$ cat config.mk
export PLATFORM = sky130hd
export DESIGN_NAME = fsc_frac_preset
export DESIGN_NICKNAME = d
export VERILOG_FILES = /design/src/rtl/fsc_pkg.sv /design/src/rtl/fsc_value_hold.sv /design/src/rtl/fsc_phase_acc.sv /design/src/rtl/fsc_preset_sum.sv /design/src/rtl/fsc_frac_preset.sv
export SDC_FILE = /design/constraint.sdc
export NUM_CORES = 1
export LEC_CHECK = 0
export BUFFER_PORTS_ARGS = -buffer_cell sky130_fd_sc_hd__clkbuf_2
export CAP_MARGIN = 20
export CORE_MARGIN = 3
export CORE_UTILIZATION = 40
export DETAILED_ROUTE_END_ITERATION = 12
export HOLD_SLACK_MARGIN = 0.08
export SYNTH_ARGS = -nofsm -noshare
export SYNTH_HDL_FRONTEND = slang
export SYNTH_SLANG_ARGS = --single-unit
$ cat constraint.sdc
create_clock -name clk -period 5.3 [get_ports clk]
set_clock_uncertainty 0.2 [all_clocks]
set_input_delay 1.06 -clock clk [delete_from_list [all_inputs] [get_ports clk]]
set_output_delay 1.06 -clock clk [all_outputs]
set_load 0.03 [all_outputs]
$ cat src/rtl/fsc_pkg.sv
package fsc_pkg;

  typedef enum logic [1:0] {
    ACT_IDLE    = 2'd0,
    ACT_STEP    = 2'd1,
    ACT_CAPTURE = 2'd2
  } fsc_act_e;

  // Capture has priority over a reload in the same cycle.
  function automatic fsc_act_e decode_act(input logic cap, input logic reload);
    if (cap)         return ACT_CAPTURE;
    else if (reload) return ACT_STEP;
    else             return ACT_IDLE;
  endfunction

endpackage

$ cat src/rtl/fsc_value_hold.sv
module fsc_value_hold
  import fsc_pkg::*;
#(
  parameter int W = 16,
  parameter int R = 8
) (
  input  logic           clk,
  input  logic           rst_n,
  input  fsc_act_e       act,
  input  logic [W-1:0]   whole_i,
  input  logic [R-1:0]   frac_i,
  output logic [W-1:0]   whole_q,
  output logic [R-1:0]   frac_q
);

  always_ff @(posedge clk or negedge rst_n) begin
    if (!rst_n) begin
      whole_q <= '0;
      frac_q  <= '0;
    end else if (act == ACT_CAPTURE) begin
      whole_q <= whole_i;
      frac_q  <= frac_i;
    end
  end

  // stored value only moves on a capture
  p_hold_idle_r2: assert property (@(posedge clk) disable iff (!rst_n)
    (act != ACT_CAPTURE) |=> ($stable(whole_q) && $stable(frac_q)));

  p_capture_r2: assert property (@(posedge clk) disable iff (!rst_n)
    (act == ACT_CAPTURE) |=> (whole_q == $past(whole_i) && frac_q == $past(frac_i)));

endmodule

$ cat src/rtl/fsc_phase_acc.sv
module fsc_phase_acc
  import fsc_pkg::*;
#(
  parameter int R = 8
) (
  input  logic         clk,
  input  logic         rst_n,
  input  fsc_act_e     act,
  input  logic [R-1:0] frac_q,
  output logic         carry_o,
  output logic [R-1:0] acc_q
);

  localparam logic [R:0] WIN = {1'b1, {R{1'b0}}};

  function automatic logic [R:0] phase_add(input logic [R-1:0] a, input logic [R-1:0] b);
    return {1'b0, a} + {1'b0, b};
  endfunction

  logic [R:0] sum_w;
  logic       step_w;

  assign sum_w   = phase_add(acc_q, frac_q);
  assign step_w  = (act == ACT_STEP);
  assign carry_o = step_w & sum_w[R];

  always_ff @(posedge clk or negedge rst_n) begin
    if (!rst_n)                  acc_q <= '0;
    else if (act == ACT_CAPTURE) acc_q <= '0;
    else if (step_w)             acc_q <= sum_w[R-1:0];
  end

  // Window bookkeeping used only by the assertions below.
  logic [R:0] win_cnt;
  logic [R:0] carry_tally;

  always_ff @(posedge clk or negedge rst_n) begin
    if (!rst_n) begin
      win_cnt     <= '0;
      carry_tally <= '0;
    end else if (act == ACT_CAPTURE) begin
      win_cnt     <= '0;
      carry_tally <= '0;
    end else if (step_w && win_cnt != WIN) begin
      win_cnt     <= win_cnt + 1'b1;
      carry_tally <= carry_tally + {{R{1'b0}}, carry_o};
    end
  end

  p_clear_on_cap_r2: assert property (@(posedge clk) disable iff (!rst_n)
    (act == ACT_CAPTURE) |=> (acc_q == '0));

  p_acc_modulo_r3: assert property (@(posedge clk) disable iff (!rst_n)
    step_w |=> (({1'b0, acc_q} + ($past(carry_o) ? WIN : '0)) ==
                ({1'b0, $past(acc_q)} + {1'b0, $past(frac_q)})));

  p_acc_idle_r3: assert property (@(posedge clk) disable iff (!rst_n)
    (act == ACT_IDLE) |=> $stable(acc_q));

  p_window_sum_r7: assert property (@(posedge clk) disable iff (!rst_n)
    (win_cnt == WIN) |-> (carry_tally == {1'b0, frac_q}));

  p_zero_frac_r8: assert property (@(posedge clk) disable iff (!rst_n)
    (frac_q == '0) |-> !carry_o);

endmodule

$ cat src/rtl/fsc_preset_sum.sv
module fsc_preset_sum
  import fsc_pkg::*;
#(
  parameter int W = 16
) (
  input  logic         clk,
  input  logic         rst_n,
  input  fsc_act_e     act,
  input  logic [W-1:0] whole_i,
  input  logic [W-1:0] whole_q,
  input  logic         carry,
  output logic [W:0]   preset_o
);

  function automatic logic [W:0] corrected(input logic [W-1:0] whole, input logic inc);
    return {1'b0, whole} + {{W{1'b0}}, inc};
  endfunction

  always_ff @(posedge clk or negedge rst_n) begin
    if (!rst_n)                  preset_o <= '0;
    else if (act == ACT_CAPTURE) preset_o <= {1'b0, whole_i};
    else if (act == ACT_STEP)    preset_o <= corrected(whole_q, carry);
  end

  p_priority_r5: assert property (@(posedge clk) disable iff (!rst_n)
    (act == ACT_CAPTURE) |=> (preset_o == {1'b0, $past(whole_i)}));

  p_step_range_r4: assert property (@(posedge clk) disable iff (!rst_n)
    (act == ACT_STEP) |=> (preset_o == {1'b0, whole_q} || preset_o == {1'b0, whole_q} + 1'b1));

  p_hold_r6: assert property (@(posedge clk) disable iff (!rst_n)
    (act == ACT_IDLE) |=> $stable(preset_o));

  p_no_wrap_r9: assert property (@(posedge clk) disable iff (!rst_n)
    preset_o >= {1'b0, whole_q});

endmodule

$ cat src/rtl/fsc_frac_preset.sv
module fsc_frac_preset
  import fsc_pkg::*;
#(
  parameter int W = 16,
  parameter int R = 8
) (
  input  logic         clk,
  input  logic         rst_n,
  input  logic         cap_i,
  input  logic [W-1:0] whole_i,
  input  logic [R-1:0] frac_i,
  input  logic         reload_i,
  output logic [W:0]   preset_o
);

  fsc_act_e     act_w;
  logic [W-1:0] whole_q_w;
  logic [R-1:0] frac_q_w;
  logic [R-1:0] acc_q_w;
  logic         carry_w;

  assign act_w = decode_act(cap_i, reload_i);

  fsc_value_hold #(.W(W), .R(R)) u_hold (
    .clk     (clk),
    .rst_n   (rst_n),
    .act     (act_w),
    .whole_i (whole_i),
    .frac_i  (frac_i),
    .whole_q (whole_q_w),
    .frac_q  (frac_q_w)
  );

  fsc_phase_acc #(.R(R)) u_acc (
    .clk     (clk),
    .rst_n   (rst_n),
    .act     (act_w),
    .frac_q  (frac_q_w),
    .carry_o (carry_w),
    .acc_q   (acc_q_w)
  );

  fsc_preset_sum #(.W(W)) u_sum (
    .clk      (clk),
    .rst_n    (rst_n),
    .act      (act_w),
    .whole_i  (whole_i),
    .whole_q  (whole_q_w),
    .carry    (carry_w),
    .preset_o (preset_o)
  );

  // everything starts cleared after reset
  p_reset_r1: assert property (@(posedge clk)
    $rose(rst_n) |-> (preset_o == '0 && acc_q_w == '0 && frac_q_w == '0));

  // a carry on a step moves the preset above the whole part
  p_carry_inc_r4: assert property (@(posedge clk) disable iff (!rst_n)
    carry_w |=> (preset_o == {1'b0, $past(whole_q_w)} + 1'b1));

endmodule

==> metrics.cfg, run 1 <==
[power]
internal_power_uw = 591
clkPwrFrac = 0.259
share_seq_of_total_power = 0.509
finalPower_uw = 878
power_density_nw_per_um2 = 299
switching_share = 0.327
p_sw_uw = 287
p_leak_uw = 0.00139
ir_drop_v = 0.000117
power_frac_comb = 0.232

[cells_and_area]
finish.utilization = 0.484
diodes = 0
areaGrowthSynthToFinish_pct = 14.6
nets = 324
drive_gt1_frac = 0.276
fin_cells = 361
final_common_cell = dfrtp_1
layout_common_cells = dfrtp_1 (49), clkbuf_2 (44), o21ai_0 (23)

[yosys]
synth_edf_count = 0
ys_types = 51
syn_avg_cell_area_um2 = 10.6
syn_nets = 281
synth_top_family_by_area = compound AO/OA/AOI/OAI gates
seq_area_frac_synth = 0.479
async_flop_share = 1.00
synthSimpleGateAreaFrac = 0.145
synth-warning-count = 0
synth_ff_type = dfrtp_1
netlist_area_um2 = 2560
muxShareOfSynthArea = 0.102
synthAdderAreaFrac = 0.0568
synth-seq-cells = 49
synthXorXnorAreaFrac = 0.0308
syn_inst = 242
synth_compound_area_frac = 0.150

[sta]
finalCriticalPeriod_ps = 3520
setup_tns_ps = 0
drv_slew = 0
fmax_mhz = 284
setup_viol = 0
whs_ps = 289
rsz0062_at_grt = false
relSlewSlack = 0.535
finalCritPeriodShare = 0.664
tightest_slew_ps = 696
hold_viol_final = 0

[place]
io_buffers = 44
hpwl_um = 3770
gp_congestion = 0.864
dp.cells = 353

[die]
die_area_um2 = 7390
start_util = 0.422
core_um2 = 6060
die_y_um = 86.0
rows = 28
die_w_um = 86.0
boundaryPins = 45

[global_routing]
grt-ovfl-total = 0
grt_pass1_vias = 1954
grt.total_usage = 0.160
grt_max_degree = 54
antenna_found_initial = 0
grt_pass1_wl_um = 9470

[hold_path]
hold_class = reg2reg
min_from = u_sum.preset_o[14]$_DFFE_PN0P_

[worst_setup_path]
crit_chain = clkbuf_2 -> nand2b_1 -> a21oi_1 -> a41o_1 -> ha_1 -> ha_1 -> nand4_2 -> or4_1 -> a311oi_1 -> a21o_1
crit_path_start_kind = input pin
cp_common_cell = ha_1
cp-end-kind = register
critPathKind = in2reg
r2r_end = u_sum.preset_o[12]$_DFFE_PN0P_
cp_max_fo = 21
critPathBufInv = 1
required_ps = 5360
slowest_delay_ps = 420
cp.arrival_ps = 3580
startpoint = reload_i
rr_worst_depth = 12
r2r_slack_ps = 1820
slowest_stage = or4_1
cp-endpoint = u_sum.preset_o[10]$_DFFE_PN0P_
rr_startpoint = u_hold.frac_q[0]$_DFFE_PN0P_
cp.depth = 10
crit_family = simple AND/OR/NAND/NOR gates

[run]
drv_cap = 0

[clocking]
htree_num_levels = 2
cts_setup_buffers = 0
cts_resized = 0
cts_hold_buffers = 0
clk_latency_ps = 310
cts_tree = yes
clock_path_buffers = 2
clk_pin_slew_ps = 100
cts_sinks = 49
cts.root.buffer_cell = clkbuf_8
cts_made_buffers = 5

[route]
wl_per_cell_um = 14.7
ant_nets = 0
wl_um = 5310
drt_iter0_markers = 119
vias = 1966
dr.pass1.iters = 4
viasPerCell = 5.45
drc = 0

[outcome]
outcome = complete, no violations

## layer usage
layer | global-route usage | up-vias | wire [um]
li1 | - | 966 | -
met2 | 0.235 | 40 | 2360
met1 | 0.233 | 953 | 2630
met3 | 0.0365 | 7 | 245
met4 | 0.0518 | 0 | 70
met5 | 0 | - | 0
## logic make-up after synthesis
logic type | after synthesis
and+or+nand+nor | 68
DFF | 49
xor gates and xnor gates | 9
AOI/OAI and AO/OA | 59
adders and majority gates | 11
buffers and inverters | 22
muxes | 24
## state kept, by name, summed over array words and instances, names as in the netlist
signal	count
u_hold.whole_q	16
u_acc.acc_q	8
u_hold.frac_q	8
u_sum.preset_o	17
## worst min-delay path by stage
| stage | end | slack [ps] | cells past startpoint |
|---|---|---|---|
| 2_1_floorplan | u_acc.acc_q[4]$_DFFE_PN0P_ | 250 | 2 |
| 3_3_place_gp | u_sum.preset_o[14]$_DFFE_PN0P_ | 270 | 2 |
| 3_5_place_dp | u_sum.preset_o[14]$_DFFE_PN0P_ | 280 | 2 |
| 4_1_cts | u_sum.preset_o[14]$_DFFE_PN0P_ | 300 | 2 |
| 5_1_grt | u_acc.acc_q[7]$_DFFE_PN0P_ | 320 | 2 |
| 6_report | u_sum.preset_o[14]$_DFFE_PN0P_ | 290 | 2 |
## synth_stat cells, types with 4 or more instances
library cell	n	area [um^2]
a21o_1	4	30.0
a21oi_1	7	35.0
a22oi_1	4	30.0
buf_2	4	20.0
clkbuf_1	4	15.0
dfrtp_1	49	1230
ha_1	10	125
inv_1	11	41.3
mux2_2	17	191
mux2i_1	7	70.1
nand2_1	22	82.6
nand3_1	5	25.0
nor2_1	10	37.5
nor3_1	6	30.0
o21ai_0	23	115
o31ai_1	4	30.0
xnor2_1	8	70.1
## final cells by class
class | count | area [um^2]
clock inverters | 3 | 22.5
well taps | 75 | 93.8
repair buffers | 46 | 235
multi-input cells | 171 | 1240
fillers | 595 | 3130
clock buffers | 5 | 68.8
inverters | 12 | 45.0
flip-flops and latches | 49 | 1230
## power by group through the flow
stage | clock network, uW | logic (uW) | registers [uW]
finish | 227 | 203 | 447
global route | 247 | 231 | 454
CTS | 234 | 205 | 448
detailed placement | 0 | 204 | 456
global placement | 0 | 202 | 455
floorplan | 0 | 122 | 473
## worst min-delay path, delay by kind of cell (launching register included)
family	cells	cell delay, ps
compound gates	1	50
flops	1	360
simple gates	1	50
## metrics by stage
stage | cell area [um^2] | setup slack [ps]
floorplan | 2560 | 2020
global placement | 2840 | 1540
detailed placement | 2840 | 1430
CTS | 2930 | 1750
global route | 2930 | 1540
finish | 2930 | 1780
(Power assumes the default switching activity.)
==> run 2: changes to the inputs <==
ABC_AREA = 1   (was unset)
clock period = 3.3 ns   (was 5.3 ns; I/O delays follow)
==> metrics.cfg, run 2 <==
[clocking]
cts_tree = yes  ; unchanged
cts_made_buffers = 5  ; unchanged
htree_num_levels = 2  ; unchanged
cts_setup_buffers = 0  ; unchanged
cts.root.buffer_cell = clkbuf_8  ; unchanged
clk_latency_ps = 310  ; about the same
cts_hold_buffers = 0  ; unchanged
clk_pin_slew_ps = 100  ; about the same
cts_sinks = 49  ; unchanged
cts_resized = 0  ; unchanged
clock_path_buffers = 2  ; unchanged

[cells_and_area]
largest-register = u_sum.preset_o  ; unchanged
multi_input_area_um2 = 1180  ; was 1240 um^2
regArea_um2 = 1230  ; unchanged
largest_register_ffs = 17  ; unchanged
final_common_cell = nand2_1  ; was dfrtp_1
nets = 405  ; was 324
areaGrowthSynthToFinish_pct = 16.8  ; was 14.6%
drive_gt1_frac = 0.185  ; was 0.276
layout_common_cells = nand2_1 (128), dfrtp_1 (49), clkbuf_2 (44)  ; was dfrtp_1 (49), clkbuf_2 (44), o21ai_0 (23)
largestRegisters = u_sum.preset_o x17, u_hold.whole_q x16  ; unchanged
fill_cells = 612  ; was 595
fin_cells = 442  ; was 361
diodes = 0  ; unchanged

[route]
viasPerCell = 5.03  ; was 5.45
wl_per_cell_um = 13.4  ; was 14.7 um
dr.pass1.iters = 4  ; unchanged
top_layer = met4  ; unchanged
wl_um = 5940  ; was 5310 um
ant_nets = 0  ; unchanged
vias = 2222  ; was 1966
wl_met3_um = 241  ; was 245 um
wl_met2_um = 2840  ; was 2360 um
drc = 0  ; unchanged
drt_iter0_markers = 79  ; was 119
m1WireLength_um = 2780  ; was 2630 um

[power]
power_frac_comb = 0.195  ; was 0.232
clkPwrFrac = 0.306  ; was 0.259
ir_drop_v = 0.000269  ; was 0.000117 V
p_sw_uw = 429  ; was 287 uW
p_leak_uw = 0.00158  ; was 0.00139 uW
switching_share = 0.304  ; was 0.327
internal_power_uw = 981  ; was 591 uW
share_seq_of_total_power = 0.498  ; was 0.509
power_density_nw_per_um2 = 476  ; was 299 nW/um^2

[place]
io_buffers = 44  ; unchanged
gp_congestion = 0.813  ; was 0.864
hpwl_um = 4320  ; was 3770 um
dp.cells = 434  ; was 353

[worst_setup_path]
slowest_stage = dfrtp_1  ; was or4_1
cp_common_cell = nand2_1  ; was ha_1
crit_path_start_kind = register  ; was input pin
slowest_delay_ps = 400  ; was 420 ps
cp_max_fo = 8  ; was 21
cp.arrival_ps = 2780  ; was 3580 ps
critPathKind = reg2reg  ; was in2reg
crit_family = simple AND/OR/NAND/NOR gates  ; unchanged
critPathBufInv = 0  ; was 1
required_ps = 3300  ; was 5360 ps
crit_chain = ha_1 -> nand3_1 -> nand2_1 -> nand3_1 -> nand2_1 -> nand2_1 -> a21oi_1 -> ha_1 -> ha_1 -> nand4_1 -> nor2_4 -> nand4_1 -> nand3_1 -> nand2_1  ; was clkbuf_2 -> nand2b_1 -> a21oi_1 -> a41o_1 -> ha_1 -> ha_1 -> nand4_2 -> or4_1 -> a311oi_1 -> a21o_1
cp-end-kind = register  ; unchanged

[die]
die_w_um = 85.6  ; was 86.0 um
boundaryPins = 45  ; unchanged
rows = 28  ; unchanged
die_y_um = 85.6  ; was 86.0 um
start_util = 0.421  ; was 0.422
core_um2 = 6030  ; was 6060 um^2
die_area_um2 = 7330  ; was 7390 um^2

[yosys]
syn_avg_cell_area_um2 = 8.00  ; was 10.6 um^2
seq_area_frac_synth = 0.484  ; was 0.479
syn_nets = 356  ; was 281
synthTopCellsByCount = nand2_1 (128), dfrtp_1 (49), nand3_1 (31)  ; was dfrtp_1 (49), o21ai_0 (23), nand2_1 (22)
ys_types = 28  ; was 51
synth_most_common_cell = nand2_1  ; was dfrtp_1
synth_ff_type = dfrtp_1  ; unchanged
synth_edf_count = 0  ; unchanged
yosysTopAreaCellShare = 0.484  ; was 0.479
synth-seq-cells = 49  ; unchanged
synth_area_leader_cell = dfrtp_1  ; unchanged
async_flop_share = 1.00  ; unchanged
synth-warning-count = 0  ; unchanged
yosys-top-cells-area = dfrtp_1 (48%), nand2_1 (19%), nand3_1 (6.1%)  ; was dfrtp_1 (48%), mux2_2 (7.5%), ha_1 (4.9%)
netlist_area_um2 = 2530  ; was 2560 um^2
syn_inst = 317  ; was 242

[global_routing]
grt.total_usage = 0.177  ; was 0.160
antenna_found_initial = 0  ; unchanged
grt_pass1_vias = 2213  ; was 1954
grt_max_degree = 33  ; was 54
grt_pass1_wl_um = 10400  ; was 9470 um
grt-ovfl-total = 0  ; unchanged

[sta]
fmax_mhz = 359
hold_viol_final = 0  ; unchanged
setup_tns_ps = 0  ; unchanged
relSlewSlack = 0.539  ; was 0.535
finalCriticalPeriod_ps = 2790
setup_viol = 0  ; unchanged
finalCritPeriodShare = 0.845
tightest_slew_ps = 691  ; was 696 ps
drv_slew = 0  ; unchanged
rsz0062_at_grt = false  ; unchanged

[hold_path]
hold_class = in2async  ; was reg2reg

[outcome]
outcome = complete, no violations  ; unchanged

[run]
drv_cap = 0  ; unchanged

run 2: cell type report:
type | count | area share
inverter | 23 | 0.0292
clock inverter | 2 | 0.0131
tap | 75 | 0.0317
clock buffer | 6 | 0.0245
sequential | 49 | 0.414
timing repair buffer | 50 | 0.0896
multi-input combinational | 237 | 0.398
run 2: per-layer routing:
layer / up-vias / GRT usage
li1: 1128 / -
met1: 1037 / 0.237
met2: 48 / 0.293
met3: 9 / 0.0336
met4: 0 / 0.0475
met5: - / 0
run 2: cells by family after synthesis:
group | after synthesis | synth area share
xor+xnor | 2 | 0.00691
fa+ha+maj | 11 | 0.0573
simple gates | 189 | 0.321
buf+inv | 31 | 0.0518
compound gates | 35 | 0.0795
flops | 49 | 0.484
run 2: per-stage QoR:
| stage | util | worst slack, ps | power [uW] | hold WS, ps | instance area [um^2] |
|---|---|---|---|---|---|
| 3_3_place_gp | 0.473 | 579 | 988 | 266 | 2850 |
| 6_report | 0.491 | 513 | 1410 | 169 | 2960 |
| 2_1_floorplan | - | 718 | 894 | 164 | 2530 |
| 5_1_grt | 0.491 | 184 | 1500 | 231 | 2960 |
| 3_5_place_dp | 0.473 | 524 | 992 | 270 | 2850 |
| 4_1_cts | 0.491 | 513 | 1430 | 188 | 2960 |
run 2: final timing paths:
check	cells past startpoint	startpoint	slack, ps	end
worst max-delay path	14	u_acc.acc_q[3]$_DFFE_PN0P_	510	u_sum.preset_o[14]$_DFFE_PN0P_
worst min-delay path	1	rst_n	170	u_hold.frac_q[7]$_DFFE_PN0P_
worst max register to register	14	u_acc.acc_q[3]$_DFFE_PN0P_	510	u_sum.preset_o[14]$_DFFE_PN0P_
worst min register to register	2	u_sum.preset_o[11]$_DFFE_PN0P_	290	u_sum.preset_o[11]$_DFFE_PN0P_
max in group asynchronous	2	rst_n	2080	u_hold.whole_q[13]$_DFFE_PN0P_
min in group clk	2	u_sum.preset_o[11]$_DFFE_PN0P_	290	u_sum.preset_o[11]$_DFFE_PN0P_
run 2: power groups by stage:
stage	logic (uW)	registers, uW	clock network [uW]
3_3_place_gp	275	713	0
3_5_place_dp	278	714	0
5_1_grt	318	711	471
4_1_cts	280	703	448
2_1_floorplan	147	747	0
6_report	275	703	432
